--- config.mk ---
export PLATFORM = sky130hd
export DESIGN_NAME = ict_table
export DESIGN_NICKNAME = d
export VERILOG_FILES = /design/src/rtl/ict_pkg.sv /design/src/rtl/ict_alloc.sv /design/src/rtl/ict_store.sv /design/src/rtl/ict_table.sv
export SDC_FILE = /design/constraint.sdc
export NUM_CORES = 1
export LEC_CHECK = 0
export BUFFER_PORTS_ARGS = -buffer_cell sky130_fd_sc_hd__buf_4
export CAP_MARGIN = 15
export CORE_UTILIZATION = 60
export DETAILED_ROUTE_END_ITERATION = 7
export PLACE_DENSITY = 0.79
export SLEW_MARGIN = 20
export SYNTH_ARGS = -nofsm -noshare
export SYNTH_HDL_FRONTEND = slang
export SYNTH_SLANG_ARGS = --single-unit
--- constraint.sdc ---
create_clock -name clk_i -period 9.5 [get_ports clk_i]
set_input_delay 0.475 -clock clk_i [delete_from_list [all_inputs] [get_ports clk_i]]
set_output_delay 0.475 -clock clk_i [all_outputs]
set_load 0.01 [all_outputs]
--- src/rtl/ict_pkg.sv ---
package ict_pkg;
  localparam int unsigned DEF_LANES  = 4;
  localparam int unsigned DEF_SLOTS  = 2;
  localparam int unsigned DEF_ID_W   = 3;
  localparam int unsigned DEF_LSRC_W = 4;
  localparam int unsigned DEF_OFF_W  = 2;

  function automatic int unsigned slot_bits(int unsigned lsrc_w, int unsigned off_w);
    return 1 + lsrc_w + off_w;
  endfunction
endpackage

--- src/rtl/ict_alloc.sv ---
module ict_alloc #(
  parameter int unsigned ID_W = 3
) (
  input  logic [2**ID_W-1:0] busy_i,
  input  logic [ID_W-1:0]    base_i,
  output logic               found_o,
  output logic [ID_W-1:0]    idx_o
);
  localparam int unsigned ROWS = 2**ID_W;

  // rotating priority: lowest distance from base wins
  always_comb begin
    logic [ID_W-1:0] cand;
    cand    = base_i;
    found_o = 1'b0;
    idx_o   = base_i;
    for (int k = ROWS - 1; k >= 0; k--) begin
      cand = base_i + ID_W'(k);
      if (!busy_i[cand]) begin
        found_o = 1'b1;
        idx_o   = cand;
      end
    end
  end
endmodule

--- src/rtl/ict_store.sv ---
module ict_store #(
  parameter int unsigned ID_W  = 3,
  parameter int unsigned ROW_W = 56
) (
  input  logic              clk_i,
  input  logic              rst_ni,
  input  logic              set_i,
  input  logic [ID_W-1:0]   set_idx_i,
  input  logic [ROW_W-1:0]  set_data_i,
  input  logic              clr_i,
  input  logic [ID_W-1:0]   clr_idx_i,
  input  logic [ID_W-1:0]   rd_idx_i,
  output logic [2**ID_W-1:0] busy_o,
  output logic [ROW_W-1:0]  rd_data_o
);
  localparam int unsigned ROWS = 2**ID_W;

  logic [ROWS-1:0]  busy_q;
  logic [ROW_W-1:0] data_q [ROWS];

  for (genvar r = 0; r < ROWS; r++) begin : g_row
    always_ff @(posedge clk_i or negedge rst_ni) begin
      if (!rst_ni)                                  busy_q[r] <= 1'b0;
      else if (set_i && set_idx_i == ID_W'(r))      busy_q[r] <= 1'b1;
      else if (clr_i && clr_idx_i == ID_W'(r))      busy_q[r] <= 1'b0;
    end

    always_ff @(posedge clk_i) begin
      if (set_i && set_idx_i == ID_W'(r)) data_q[r] <= set_data_i;
    end
  end

  assign busy_o    = busy_q;
  assign rd_data_o = data_q[rd_idx_i];

  // allocation and release never target the same row
  p_no_set_clr_clash_r9: assert property (@(posedge clk_i) disable iff (!rst_ni)
    !(set_i && clr_i && set_idx_i == clr_idx_i));
endmodule

--- src/rtl/ict_table.sv ---
module ict_table
  import ict_pkg::*;
#(
  parameter int unsigned LANES  = DEF_LANES,
  parameter int unsigned SLOTS  = DEF_SLOTS,
  parameter int unsigned ID_W   = DEF_ID_W,
  parameter int unsigned LSRC_W = DEF_LSRC_W,
  parameter int unsigned OFF_W  = DEF_OFF_W
) (
  input  logic                                         clk_i,
  input  logic                                         rst_ni,
  input  logic                                         enq_valid_i,
  output logic                                         enq_ready_o,
  input  logic [LANES*SLOTS*(1+LSRC_W+OFF_W)-1:0]      enq_row_i,
  output logic [ID_W-1:0]                              enq_id_o,
  output logic                                         full_o,
  input  logic                                         lk_ready_i,
  input  logic [ID_W-1:0]                              lk_key_i,
  output logic                                         lk_valid_o,
  output logic [LANES*SLOTS*(1+LSRC_W+OFF_W)-1:0]      lk_row_o
);
  localparam int unsigned SW    = slot_bits(LSRC_W, OFF_W);
  localparam int unsigned ROW_W = LANES * SLOTS * SW;
  localparam int unsigned ROWS  = 2**ID_W;

  logic [ROWS-1:0] busy;
  logic [ID_W-1:0] ptr_q;
  logic            found;
  logic [ID_W-1:0] free_idx;
  logic            enq_fire;

  ict_alloc #(.ID_W(ID_W)) alloc_i (
    .busy_i  (busy),
    .base_i  (ptr_q),
    .found_o (found),
    .idx_o   (free_idx)
  );

  assign enq_ready_o = found;
  assign full_o      = ~found;
  assign enq_id_o    = free_idx;
  assign enq_fire    = enq_valid_i & found;
  assign lk_valid_o  = lk_ready_i & busy[lk_key_i];

  ict_store #(.ID_W(ID_W), .ROW_W(ROW_W)) store_i (
    .clk_i      (clk_i),
    .rst_ni     (rst_ni),
    .set_i      (enq_fire),
    .set_idx_i  (free_idx),
    .set_data_i (enq_row_i),
    .clr_i      (lk_valid_o),
    .clr_idx_i  (lk_key_i),
    .rd_idx_i   (lk_key_i),
    .busy_o     (busy),
    .rd_data_o  (lk_row_o)
  );

  // ID counter: next search starts just past the last grant
  always_ff @(posedge clk_i or negedge rst_ni) begin
    if (!rst_ni)       ptr_q <= '0;
    else if (enq_fire) ptr_q <= free_idx + ID_W'(1);
  end

  p_ptr_advance_r2: assert property (@(posedge clk_i) disable iff (!rst_ni)
    enq_fire |=> ptr_q == $past(enq_id_o) + ID_W'(1));
  p_row_set_r3: assert property (@(posedge clk_i) disable iff (!rst_ni)
    enq_fire |=> busy[$past(enq_id_o)]);
  p_miss_stable_r4: assert property (@(posedge clk_i) disable iff (!rst_ni)
    (lk_ready_i && !lk_valid_o && !enq_fire) |=> $stable(busy));
  p_hit_frees_r5: assert property (@(posedge clk_i) disable iff (!rst_ni)
    lk_valid_o |=> !busy[$past(lk_key_i)]);
  p_grant_free_r7: assert property (@(posedge clk_i) disable iff (!rst_ni)
    enq_ready_o |-> !busy[enq_id_o]);
  p_full_all_busy_r8: assert property (@(posedge clk_i) disable iff (!rst_ni)
    full_o |-> (&busy));
  p_full_frozen_r8: assert property (@(posedge clk_i) disable iff (!rst_ni)
    (full_o && !lk_valid_o) |=> $stable(busy));
endmodule

After elaboration in Yosys (flattened, before gate mapping)
Memory sizes are Yosys's and may differ from the RTL's.
Cells that the tools add are included.
- div/mod/pow operators: 0
- order comparisons: 9
- $add $sub $neg: 8
- multiply operators: 0
- shift operators: 0
- mux-type cells: 87
- bitwise operators: 3
- reduce and logical (&&, ||, !) cells: 33
- equal/unequal tests: 14
- operator list (operator ; count):
    $mux W56 ; 7
    $reduce_or A56 Y1 ; 7
    $mux W1 ; 56
    $mux W3 ; 15
    $lt A3 B4 Y1 const B ; 9
    $bmux W1 S3 ; 9
    $eq A3 B3 Y1 const B ; 8
    $logic_and A1 B1 Y1 ; 16
    $reduce_bool A2 Y1 ; 8
    $add A3 B3 Y3 const B ; 4
    $eq A3 B2 Y1 const B ; 4
    $add A3 B1 Y3 const B ; 2
    $add A3 B2 Y3 const B ; 2
    $eq A3 B1 Y1 const B ; 2
    $logic_not A3 Y1 ; 2
    $and A1 B1 Y1 ; 2
    $not A1 Y1 ; 1
- memories: 1
- input bits: 63
- word-level logic and storage cells: 164
- bits in registers: 11
- RAM bits: 448
- latch bits: 0
- memory bits (read-only): 0
- memories (name ; words ; bits a word ; read ports ; clocked after memory_dff ; write ports ; line ; RTL):
    store_i.data_q ; 8 ; 56 ; 1 ; 0 ; 1 ; ict_store.sv:19 ; logic [ROW_W-1:0] data_q [ROWS];

Depth between registers and ports, before layout
- depth in word-level cells: 23
- depth in mapped cells: 16

Cells and area by module
Synthesis repeated with hierarchy kept, for this count alone.
- cell total of the unflattened synthesis: 806
- area, all modules: 18391.4 um^2
- by module, submodules not included (module ; cells an instance ; area each (um^2) ; instances):
    ict_store ; 685 ; 17215.3 ; 1
    ict_alloc ; 101 ; 968.4 ; 1
    ict_table ; 20 ; 207.7 ; 1

Worst setup path before layout
No wires, ideal clock.
- path kind: register to register
- start: register ptr_q[1]
- end: memory store_i.data_q[1][0] (enable)
- cell stages (with the launch flop): 15
- required time: 8891 ps
- data arrival time: 8173 ps
- period minus slack after synthesis: 8781 ps
- setup time: 609 ps
- path slack: 719 ps
- path through: dfrtp_1 buf_2 buf_2 inv_1 ha_1 buf_2 mux4_2 nor2b_1 a2111oi_0 or2_1 o31ai_1 a21o_1 buf_6 inv_2 nor4_1
- word-level cells in the longest chain between the ends: 23
- RTL lines (element ; line ; RTL):
    from (decl) ; ict_table.sv:27 ; logic [ID_W-1:0] ptr_q;
    from (signal assigned) ; ict_table.sv:61 ; else if (enq_fire) ptr_q <= free_idx + ID_W'(1);
    $add A3 B3 Y3 ; ict_alloc.sv:18 ; cand = base_i + ID_W'(k);
    $bmux W1 S3 ; ict_alloc.sv:19 ; if (!busy_i[cand]) begin
    $mux W1 (not written as such) ; ict_alloc.sv:19 ;
    $mux W3 (7 in a row) ; ict_alloc.sv:19 ;
    $mux W3 * ; ict_alloc.sv:19 ;
    named net enq_id_o[2] ; ict_table.sv:15 ; output logic [ID_W-1:0] enq_id_o,
    $eq A3 B1 Y1 ; ict_store.sv:29 ; if (set_i && set_idx_i == ID_W'(r)) data_q[r] <= set_data_i;
    $logic_and A1 B1 Y1 ; ict_store.sv:29 ;
    $mux W1 ; ict_store.sv:29 ;
    $mux W1 (not written as such) ; ict_store.sv:29 ;
    $reduce_or A56 Y1 (no source line) ; n/a ;
    $mux W3 (no source line) / $mux W1 (equally long branches) (7 in a row) ; n/a ;
    to (decl) ; ict_store.sv:19 ;
Mark *: on every way through the listed nets, which the timed path passes. The rest lies on a longest branch. The select of a mux whose other input is x is not followed.

Worst setup path in the final report
- start: register ptr_q[0]
- end: memory store_i.data_q[7][8] (enable)
- word-level cells in the longest chain between the ends: 23
- RTL lines (element ; line):
    $add A3 B3 Y3 ; ict_alloc.sv:18
    $bmux W1 S3 ; ict_alloc.sv:19
    $mux W1 (not written as such) ; ict_alloc.sv:19
    $mux W3 / $mux W1 (equally long branches) (8 in a row) ; ict_alloc.sv:19
    $eq A3 B1 Y1 / $and A1 B1 Y1 (equally long branches) ; ict_store.sv:29, ict_table.sv:42
    $logic_and A1 B1 Y1 ; ict_store.sv:29
    $mux W1 ; ict_store.sv:29
    $mux W1 (not written as such) ; ict_store.sv:29
    $reduce_or A56 Y1 (no source line) ; n/a
    $mux W3 (no source line) / $mux W1 (equally long branches) (7 in a row) ; n/a
Parallel ways exist; a longest one is shown, timed or not. The select of a mux whose other input is x is not followed.

==> results.toml <==
[synthesis]
synth_fa_ha_area_frac = 0.00272
syn_area_sq_mm = 0.0184
synth-edff-count = 448
ys.flop_type = "edfxtp_1"
syn_nets = 1005
synthXorXnorAreaFrac = 0.00293
synth-compound-area-share = 0.0191
synth-seq-area-share = 0.747
synthCells = 938
yosys.area_share.simple = 0.0497
synth_seq_cells = 459
yosysWarningCount = 0
yosysUniqueCellTypes = 54
synth_top_family_by_area = "multiplexers"
syn_avg_cell_area_sq_um = 19.6
ys_async_sr_fraction = 0.0240
muxShareOfSynthArea = 0.165

[worst_setup_path]
worst_ep_arrival_time_ns = 5.53
cp_data_required_time_ns = 9.66
worstPathBufferInverterCount = 2
path_delay_family = "simple AND/OR/NAND/NOR gates"
crit_type = "flop to flop"
max_stage_delay_ns = 0.85
start_kind = "flop"
cp_common_cell = "ha_1"
crit_path_max_fanout = 38
setup.worst_path.end_class = "flop"
crit_chain = "inv_1 > ha_1 > mux4_1 > mux2_2 > nor4b_1 > o21a_1 > a31o_1 > or2_1 > nor2_1 > ha_1 > and3_2 > buf_4"
slowest_stage = "dfrtp_1"

[clock_tree]
postCtsHoldBufs = 1
insertion_delay_ns = 0.54
cts_setup_buffers = 0
htree_num_levels = 2
path_clk_slew_ns = 0.06
cts_buffers = 45
cts_sinks = 459
clk_path_buf_depth = 3
cts_resized = 0
cts_tree = "yes"
cts_root_buffer = "clkbuf_16"

[drt]
wl_um = 35700
viasPerCell = 6.11
drc = 0
vias = 9178
dr.pass1.iters = 5
avgRoutedWirePerCell_um = 23.7
drtIter0Drc = 828
ant_nets = 0

[pwr]
leakage_nw = 7.26
powerDensity_mw_per_mm2 = 376
vdd_ir_drop_max_mv = 0.440

[sta]
timing.fmax_mhz = 186
slew_headroom = 0.347
rsz0062_at_grt = "false"
setup_viol = 0
fin_crit_sh = 0.565
timing.hold.ws_ns = 0.169
finalHoldViolCount = 0
fin_setup_tns_ns = 0
fin_worst_skew_ns = 0.0203
tightest_slew_ns = 0.980
maxSlewViolCount = 0
min_period_ns = 5.37

[global_routing]
grt_max_degree = 68
grt.met2_usage = 0.389
busiest_layer = "met2"
antenna_found_initial = 0
grt_usage = 0.234
grt_pass1_vias = 9464
grt_pass1_wl_um = 54300
gr-usage-met3 = 0.0384
met1_usage = 0.324
grt.overflow.total = 0

[placed_design]
port_buffers = 124
gp_congestion = 0.828
dpl.hpwl_um = 19500

[floorplan]
initial_utilization = 0.615
fp.coreArea_sq_mm = 0.0299
rows = 63
die_h_um = 177
die_w_um = 177
dieArea_sq_mm = 0.0313
boundaryPins = 125

[final_layout]
fin_nets = 1144
fillers = 1780
antennaDiodeCount = 0
layout_common_cells = "448 x edfxtp_1, 174 x nand2_1, 138 x buf_4"
syn_to_final_growth_pct = 15.2
final_common_cell = "edfxtp_1"
drive_gt1_frac = 0.309
final_core_utilization = 0.708

[job]
drv_cap = 0

[hold_path]
holdCritPathClass = "input port to flop"

[status]
status = "finished clean"
-- through the flow --
stage	worst slack [ns]	cells	cell area, sq um	total power, mW
floorplan	0.719	938	18400	5.47
global placement	4.20	1419	19700	6.19
detailed placement	4.14	1419	19700	6.30
CTS	4.14	1502	21200	8.01
global route	3.81	1502	21200	8.33
finish	4.13	1502	21200	7.95
-- final timing paths --
path,start,end,slack [ns],cells after the start
hold / removal,enq_row_i[34],store_i.data_q[3][34]$_DFFE_PP_,0.17,1
min in group asynchronous,rst_ni,ptr_q[2]$_DFFE_PN0P_,0.31,2
hold reg to reg,store_i.busy_o[3]$_DFFE_PN0P_,store_i.busy_o[3]$_DFFE_PN0P_,0.69,2
max in group asynchronous,rst_ni,store_i.busy_o[4]$_DFFE_PN0P_,9.03,2
setup reg to reg,ptr_q[0]$_DFFE_PN0P_,store_i.data_q[7][8]$_DFFE_PP_,4.13,12
setup / recovery,ptr_q[0]$_DFFE_PN0P_,store_i.data_q[7][8]$_DFFE_PP_,4.13,12
-- flip-flops by register name, indices dropped and copies added, names as in the netlist --
signal	flops
store_i.data_q	448
ptr_q	3
store_i.busy_o	8
-- cell families (layout without fill, tap and decap cells) --
group | Yosys count | after routing
compound gates | 50 | 50
fa+ha+maj | 4 | 4
xor+xnor | 4 | 4
flops | 459 | 459
mux | 142 | 142
simple gates | 221 | 221
buf+inv | 58 | 232
-- final cells by class --
cell class,instances,area [sq um],area share
multi-input combinational,421,4430,0.209
clock inverter,25,213,0.0101
sequential,459,13700,0.649
tap,390,488,0.0231
inverter,10,40.0,0.00189
timing repair buffer,140,1060,0.0500
clock buffer,57,1200,0.0568
-- routing by layer --
metal	vias up	part of all wire
met1	4773	0.41
met5	-	0
met3	59	0.054
li1	4055	-
met2	291	0.52
met4	0	0.021
-- synth_stat cells, types with 5 or more instances --
cell type  count  area share
buf_1         15      0.0031
clkbuf_1      26      0.0053
dfrtp_1       11       0.015
edfxtp_1     448        0.73
inv_1          8      0.0016
mux2_2         8      0.0049
mux2i_1        8      0.0044
mux4_1         5      0.0072
mux4_2       120        0.15
nand2_1      174       0.036
nand2b_1      11      0.0037
nor2_1        10      0.0020
nor3_1         7      0.0019
o21ai_0       13      0.0035
o31ai_1        7      0.0029
-- worst register-to-register path, cell delays in order (launching register included) --
cell and delay [ns]:
dfrtp_1 0.85, inv_1 0.27, ha_1 0.60, mux4_1 0.51, mux2_2 0.36, nor4b_1 0.15, o21a_1 0.18, a31o_1 0.21
or2_1 0.33, nor2_1 0.21, ha_1 0.16, and3_2 0.53, buf_4 0.60
-- power breakdown --
part,leakage [nW],switching (mW),internal [mW],total [mW]
combinational,2.38,1.56,0.939,2.50
sequential,4.20,0.301,3.46,3.76
clock,0.691,0.716,0.980,1.70
(Power assumes the default switching activity.)
